`config.mk`:
```
export PLATFORM = sky130hd
export DESIGN_NAME = stereo_route_mute
export DESIGN_NICKNAME = d
export VERILOG_FILES = /design/src/rtl/srm_pkg.sv /design/src/rtl/srm_route.sv /design/src/rtl/srm_gain.sv /design/src/rtl/srm_zero_det.sv /design/src/rtl/srm_ramp.sv /design/src/rtl/stereo_route_mute.sv
export SDC_FILE = /design/constraint.sdc
export NUM_CORES = 2
export LEC_CHECK = 0
export BUFFER_PORTS_ARGS = -buffer_cell sky130_fd_sc_hd__buf_4
export CAP_MARGIN = 30
export CELL_PAD_IN_SITES_DETAIL_PLACEMENT = 0
export CELL_PAD_IN_SITES_GLOBAL_PLACEMENT = 2
export CORE_AREA = 2 2 284 314
export CTS_BUF_LIST = sky130_fd_sc_hd__clkbuf_8
export CTS_CLUSTER_DIAMETER = 120
export CTS_CLUSTER_SIZE = 14
export DETAILED_ROUTE_END_ITERATION = 10
export DIE_AREA = 0 0 286 316
export PLACE_DENSITY_LB_ADDON = 0.05
export SYNTH_ARGS = -nofsm -noshare
export SYNTH_HDL_FRONTEND = slang
export SYNTH_SLANG_ARGS = --single-unit
```
`constraint.sdc`:
```
create_clock -name clk -period 12.4 [get_ports clk]
set_input_delay 2.48 -clock clk [delete_from_list [all_inputs] [get_ports clk]]
set_output_delay 2.48 -clock clk [all_outputs]
set_load 0.01 [all_outputs]
```
`src/rtl/srm_pkg.sv`:
```
package srm_pkg;
   typedef enum logic [1:0] {
      SRC_MUTE  = 2'b00,
      SRC_LEFT  = 2'b01,
      SRC_RIGHT = 2'b10,
      SRC_AVG   = 2'b11
   } src_sel_e;

   localparam logic [3:0] ROUTE_STEREO = 4'b1001;
endpackage

```
`src/rtl/srm_route.sv`:
```
module srm_route
   import srm_pkg::*;
#(
   parameter int DW = 24
) (
   input  src_sel_e              sel,
   input  logic signed [DW-1:0]  in_l,
   input  logic signed [DW-1:0]  in_r,
   output logic signed [DW-1:0]  src
);
   logic [DW:0] sum_w;

   // one guard bit, so a same-sign full-scale pair cannot wrap
   assign sum_w = {in_l[DW-1], in_l} + {in_r[DW-1], in_r};

   always_comb begin
      unique case (sel)
         SRC_MUTE:  src = '0;
         SRC_LEFT:  src = in_l;
         SRC_RIGHT: src = in_r;
         default:   src = DW'(sum_w >> 1);
      endcase
   end
endmodule

```
`src/rtl/srm_gain.sv`:
```
module srm_gain #(
   parameter int DW       = 24,
   parameter int ATT_W    = 8,
   parameter int RAMP_LEN = 256,
   parameter bit SAT_INV  = 1'b1,
   localparam int RSH     = $clog2(RAMP_LEN),
   localparam int RAMP_W  = RSH + 1
) (
   input  logic signed [DW-1:0]  sample,
   input  logic [ATT_W-1:0]      att,
   input  logic [RAMP_W-1:0]     ramp,
   input  logic                  invert,
   input  logic                  pdn,
   output logic signed [DW-1:0]  y
);
   localparam int GW = ATT_W + 1;
   localparam int PW = GW + RAMP_W;
   localparam int XW = DW + GW + 1;
   localparam logic signed [DW-1:0] MINV = {1'b1, {(DW-1){1'b0}}};
   localparam logic signed [DW-1:0] MAXV = ~MINV;

   logic [PW-1:0]          att_p1, gprod;
   logic [GW-1:0]          g;
   logic signed [XW-1:0]   s_ext, g_ext, prod;
   logic signed [DW-1:0]   y0, neg;

   assign att_p1 = PW'(att) + PW'(1);
   assign gprod  = att_p1 * PW'(ramp);
   assign g      = GW'(gprod >> RSH);

   assign s_ext  = XW'(sample);
   assign g_ext  = $signed(XW'(g));
   assign prod   = s_ext * g_ext;
   assign y0     = DW'(prod >>> ATT_W);

   generate
      if (SAT_INV) begin : g_sat
         assign neg = (y0 == MINV) ? MAXV : -y0;
      end else begin : g_wrap
         assign neg = -y0;
      end
   endgenerate

   assign y = pdn ? '0 : (invert ? neg : y0);
endmodule

```
`src/rtl/srm_zero_det.sv`:
```
module srm_zero_det #(
   parameter int DW       = 24,
   parameter int ZERO_RUN = 1024
) (
   input  logic                  clk,
   input  logic                  rst_n,
   input  logic                  in_valid,
   input  logic signed [DW-1:0]  in_l,
   input  logic signed [DW-1:0]  in_r,
   input  logic                  enable,
   output logic                  flag
);
   localparam int CW = $clog2(ZERO_RUN + 1);

   logic [CW-1:0] run_cnt;

   always_ff @(posedge clk or negedge rst_n) begin
      if (!rst_n) begin
         run_cnt <= '0;
      end else if (in_valid) begin
         if (in_l == '0 && in_r == '0) begin
            if (run_cnt != CW'(ZERO_RUN)) run_cnt <= run_cnt + 1'b1;
         end else begin
            run_cnt <= '0;
         end
      end
   end

   assign flag = enable && (run_cnt == CW'(ZERO_RUN));
endmodule

```
`src/rtl/srm_ramp.sv`:
```
module srm_ramp #(
   parameter int RAMP_LEN = 256,
   localparam int RAMP_W  = $clog2(RAMP_LEN) + 1
) (
   input  logic               clk,
   input  logic               rst_n,
   input  logic               step,
   input  logic               mute,
   output logic [RAMP_W-1:0]  ramp
);
   localparam logic [RAMP_W-1:0] TOP = RAMP_W'(RAMP_LEN);

   always_ff @(posedge clk or negedge rst_n) begin
      if (!rst_n) begin
         ramp <= TOP;
      end else if (step) begin
         if (mute) begin
            if (ramp != '0) ramp <= ramp - 1'b1;
         end else if (ramp != TOP) begin
            ramp <= ramp + 1'b1;
         end
      end
   end
endmodule

```
`src/rtl/stereo_route_mute.sv`:
```
module stereo_route_mute
   import srm_pkg::*;
#(
   parameter int DW       = 24,
   parameter int NPAIR    = 3,
   parameter int ATT_W    = 8,
   parameter int RAMP_LEN = 256,
   parameter int ZERO_RUN = 1024,
   parameter bit SAT_INV  = 1'b1
) (
   input  logic                     clk,
   input  logic                     rst_n,
   input  logic                     in_valid,
   input  logic signed [DW-1:0]     in_l,
   input  logic signed [DW-1:0]     in_r,
   input  logic [3:0]               route,
   input  logic                     soft_mute,
   input  logic                     power_down,
   input  logic                     att_track,
   input  logic                     zd_en,
   input  logic [NPAIR-1:0]         phase_inv,
   input  logic [ATT_W-1:0]         att_l,
   input  logic [ATT_W-1:0]         att_r,
   output logic                     out_valid,
   output logic [NPAIR*DW-1:0]      out_l,
   output logic [NPAIR*DW-1:0]      out_r,
   output logic                     zero_flag
);
   localparam int RAMP_W = $clog2(RAMP_LEN) + 1;

   generate
      if (DW < 8) begin : g_bad_dw
         $error("stereo_route_mute: DW must be at least 8");
      end
      if (NPAIR < 1 || NPAIR > 8) begin : g_bad_np
         $error("stereo_route_mute: NPAIR must be 1..8");
      end
      if (RAMP_LEN < 2 || (RAMP_LEN & (RAMP_LEN - 1)) != 0) begin : g_bad_ramp
         $error("stereo_route_mute: RAMP_LEN must be a power of two >= 2");
      end
      if (ATT_W < 2) begin : g_bad_att
         $error("stereo_route_mute: ATT_W must be at least 2");
      end
      if (ZERO_RUN < 2) begin : g_bad_zr
         $error("stereo_route_mute: ZERO_RUN must be at least 2");
      end
   endgenerate

   logic [RAMP_W-1:0]      gain_ramp;
   logic signed [DW-1:0]   src_l, src_r;
   logic [NPAIR*DW-1:0]    nxt_l, nxt_r;
   logic [ATT_W-1:0]       att_r_eff;

   assign att_r_eff = att_track ? att_l : att_r;

   srm_route #(.DW(DW)) u_route_l (
      .sel(src_sel_e'(route[1:0])), .in_l(in_l), .in_r(in_r), .src(src_l));
   srm_route #(.DW(DW)) u_route_r (
      .sel(src_sel_e'(route[3:2])), .in_l(in_l), .in_r(in_r), .src(src_r));

   generate
      for (genvar p = 0; p < NPAIR; p++) begin : g_pair
         srm_gain #(.DW(DW), .ATT_W(ATT_W), .RAMP_LEN(RAMP_LEN), .SAT_INV(SAT_INV)) u_gain_l (
            .sample(src_l), .att(att_l), .ramp(gain_ramp),
            .invert(phase_inv[p]), .pdn(power_down), .y(nxt_l[p*DW +: DW]));
         srm_gain #(.DW(DW), .ATT_W(ATT_W), .RAMP_LEN(RAMP_LEN), .SAT_INV(SAT_INV)) u_gain_r (
            .sample(src_r), .att(att_r_eff), .ramp(gain_ramp),
            .invert(phase_inv[p]), .pdn(power_down), .y(nxt_r[p*DW +: DW]));
      end
   endgenerate

   srm_zero_det #(.DW(DW), .ZERO_RUN(ZERO_RUN)) u_zdet (
      .clk(clk), .rst_n(rst_n), .in_valid(in_valid),
      .in_l(in_l), .in_r(in_r), .enable(zd_en), .flag(zero_flag));

   srm_ramp #(.RAMP_LEN(RAMP_LEN)) u_ramp (
      .clk(clk), .rst_n(rst_n), .step(in_valid),
      .mute(soft_mute | zero_flag), .ramp(gain_ramp));

   always_ff @(posedge clk or negedge rst_n) begin
      if (!rst_n) begin
         out_valid <= 1'b0;
         out_l     <= '0;
         out_r     <= '0;
      end else begin
         out_valid <= in_valid;
         if (in_valid) begin
            out_l <= nxt_l;
            out_r <= nxt_r;
         end
      end
   end
endmodule

```
==> run summary <==
Clock-pin transition on the worst setup and hold timing paths: 120 ps
Critical path class: in -> reg
Number of endpoints with negative hold slack in the final report: 0
Number of placed I/O pins: 224
Fin. max-slew vios: 0
Worst Hold Path Cells: 2
Overall routing resource usage: 26.5%
Commonest cells after routing, fill and taps aside: 829 x buf_4, 484 x inv_1, 428 x fa_1, 369 x nor2_1, 305 x nand2_1
Die Span X: 286 µm
Non-Filler Instances: 5569
Synth unique cells: 99
CP max-delay cell: or4_4
Die Span Y: 316 µm
Maximum number of pins on one net before global-route repair: 93
First-pass detailed-route iteration total: 7
Slew of the pin with the lowest slew margin: 1100 ps
Clock buffer count from CTS: 17
Grt total ovfl: 0
Clk sink count: 165
Yosys warns: 0
Largest fanout on the critical path: 5
Final worst path period share: 107%
# DRC: 0
Number of levels in the clock H-tree: 4
Unrepaired setup endpoints after global routing: yes
Min Tclk post-route: 13290 ps
Routability cong.: 0.911
Vias: 29400
Total detailed-routing wirelength: 116 mm
Area delta synth->final: 33.7%
Number of nets produced by synthesis: 4402
Violations in the final reports: negative setup slack
Worst clock skew: 36.4 ps
Number of cell instances on the worst register-to-register path: 40
Highest clock frequency the design can meet: 0.0753 GHz
Std-Cell Rows: 114
Most Frequent Cell on Critical Path: fa_1
Per-cell routed wire length: 20.9 µm
First-pass GRT wire length: 186 mm
Commonest non-fill, non-tap cell in the layout: buf_4
HP Class: reg -> reg
CTS Hold Buffers Added: 0
Max capacitance violation total: 0
Post-Synthesis Cell Area: 31200 µm²
Normalized max-slew margin: 26.7%
Via count of the first global-routing pass: 32200
Delay of the slowest cell on the worst path: 600 ps
Drt initial violations: 1614
Placed Cells incl. Taps: 5437
Kind of end point of the critical path: flop
Number of nets in the final layout: 5142
Effective utilization at floorplan: 35.8%
Post-route ant nets: 0
Gate count of the mapped netlist: 3654
Arrival time of data at the critical path endpoint: 13730 ps
CP startpoint kind: primary input
Final number of setup-violating endpoints: 144
Filler cells: 8596
Tightest hold margin: 501 ps
Mean instance size in the synthesized netlist: 8.54 µm²
Count of flip-flops with a built-in enable after synthesis: 0
Die Footprint: 90400 µm²
Post-route setup slack: -888 ps
Number of buffer cells added on primary ports: 223
Clock latency on the worst-skew pair: 570 ps
Number of antenna violations at the first check in global routing: 13
Setup tns final: -88830 ps
CTS tree: done
Sequential cell area fraction in the yosys report: 13.2%
Count of buffer and inverter cells on the critical path: 14
Outcome: finished with violations
Clock root cell: clkbuf_8
Post-synth ARST share: 100%
Total number of cells along the worst setup path: 49
Worst path required time: 12840 ps
HPWL after detailed placement: 95.1 mm
Share of layout cells above drive strength 1: 29.6%
Flops & latches, synth: 165
Core ar.: 87300 µm²
Longest Clk Path Bufs: 2
Via density: 5.28
CP delay by family, top: adder cells
Top flip-flop cell by instance count after synthesis: dfrtp_1
[through the flow]
step / worst slack (ps) / util [%] / area [µm²]
final: -888 / 47.8 / 41700
after detailed placement: -1850 / 44.6 / 39000
after global routing: -1260 / 47.8 / 41700
after global placement: -1730 / 44.6 / 39000
after floorplan: -1280 / - / 32200
after CTS: -766 / 47.3 / 41300
[routing by layer]
layer / share of wire (%) / vias to the layer above / global-route usage (%)
met2: 48 / 686 / 44.8
met1: 44 / 14800 / 34.8
li1: - / 13700 / -
met5: 0.094 / - / 0
met3: 5.6 / 151 / 4.80
met4: 2.8 / 16 / 7.50
[cells by family after synthesis]
logic type / Yosys count / share of synthesized area [%]
and+or+nand+nor: 1208 / 18.6
buffers and inverters: 678 / 8.24
xor gates and xnor gates: 139 / 3.92
DFF: 165 / 13.2
muxes: 63 / 2.16
adders and majority gates: 670 / 37.4
AOI/OAI and AO/OA: 731 / 16.5
[sequential cells by signal, summed over array words and instances (netlist names)]
signal,cells
out_l,72
out_r,72
u_zdet.run_cnt,11
out_valid,1
u_ramp.ramp,9
[synth_stat cells (19+ instances only)]
master / number / area share, %
inv_1: 499 / 6.0
fa_1: 438 / 28
nor2_1: 393 / 4.7
nand2_1: 314 / 3.8
ha_1: 232 / 9.3
dfrtp_1: 164 / 13
clkbuf_1: 155 / 1.9
o21ai_0: 155 / 2.5
a21oi_1: 126 / 2.0
xnor2_1: 87 / 2.4
nand2b_1: 78 / 1.6
nor3_1: 78 / 1.3
o2bb2ai_1: 78 / 2.2
and2_1: 67 / 1.3
a21o_1: 54 / 1.3
nand3_1: 52 / 0.83
xor2_1: 51 / 1.4
o211ai_1: 41 / 0.99
mux2i_1: 38 / 1.2
o21a_1: 32 / 0.77
nor2b_1: 30 / 0.60
nor4_1: 30 / 0.60
or3_1: 27 / 0.54
a22oi_1: 26 / 0.63
nand4_1: 26 / 0.52
and3_1: 25 / 0.50
mux2_2: 24 / 0.87
o221ai_1: 21 / 0.59
a211oi_1: 20 / 0.48
or2_2: 20 / 0.40
a31oi_1: 19 / 0.38
o21bai_1: 19 / 0.46
[layout make-up]
type                            instances  area [µm²]  share of cell area, %
Multi-Input combinational cell       2811       26600                   63.7
Timing Repair Buffer                  895        7230                   17.3
Sequential cell                       165        4130                   9.90
Inverter                              504        1890                   4.54
Tap cell                             1160        1450                   3.48
Clock buffer                           17         234                  0.561
Clock inverter                         15         200                  0.480
Antenna cell                            2        5.00                 0.0120
[path summary, 6_finish.rpt]
check,start,endpoint,slack (ps)
worst max-delay path,att_track,out_r[21],-890
worst min-delay path,out_r[20],out_r[20],500
worst max register to register,u_ramp.ramp[5],out_l[38],1200
worst min register to register,out_r[20],out_r[20],500
max in group asynchronous,rst_n,out_l[28],8990
min in group asynchronous,rst_n,out_r[5],1970
[what timing repair did]
action	in CTS	in global routing
pin swaps	114	44
setup buffers	87	10
endpoints found under the setup margin	144	144
cloned	4	1
gates resized for setup	243	59
[worst register-to-register path: cells and delay by family, from the launching register on]
kind,cells,cell delay (ps)
AOI/OAI and AO/OA,5,1150
and+or+nand+nor,11,2030
adders and majority gates,11,5170
DFF,1,800
xor gates and xnor gates,2,420
buffers and inverters,11,1500
Power is not shown: default switching activity piles up to over one toggle a cycle in this logic, so the estimate is an artifact.
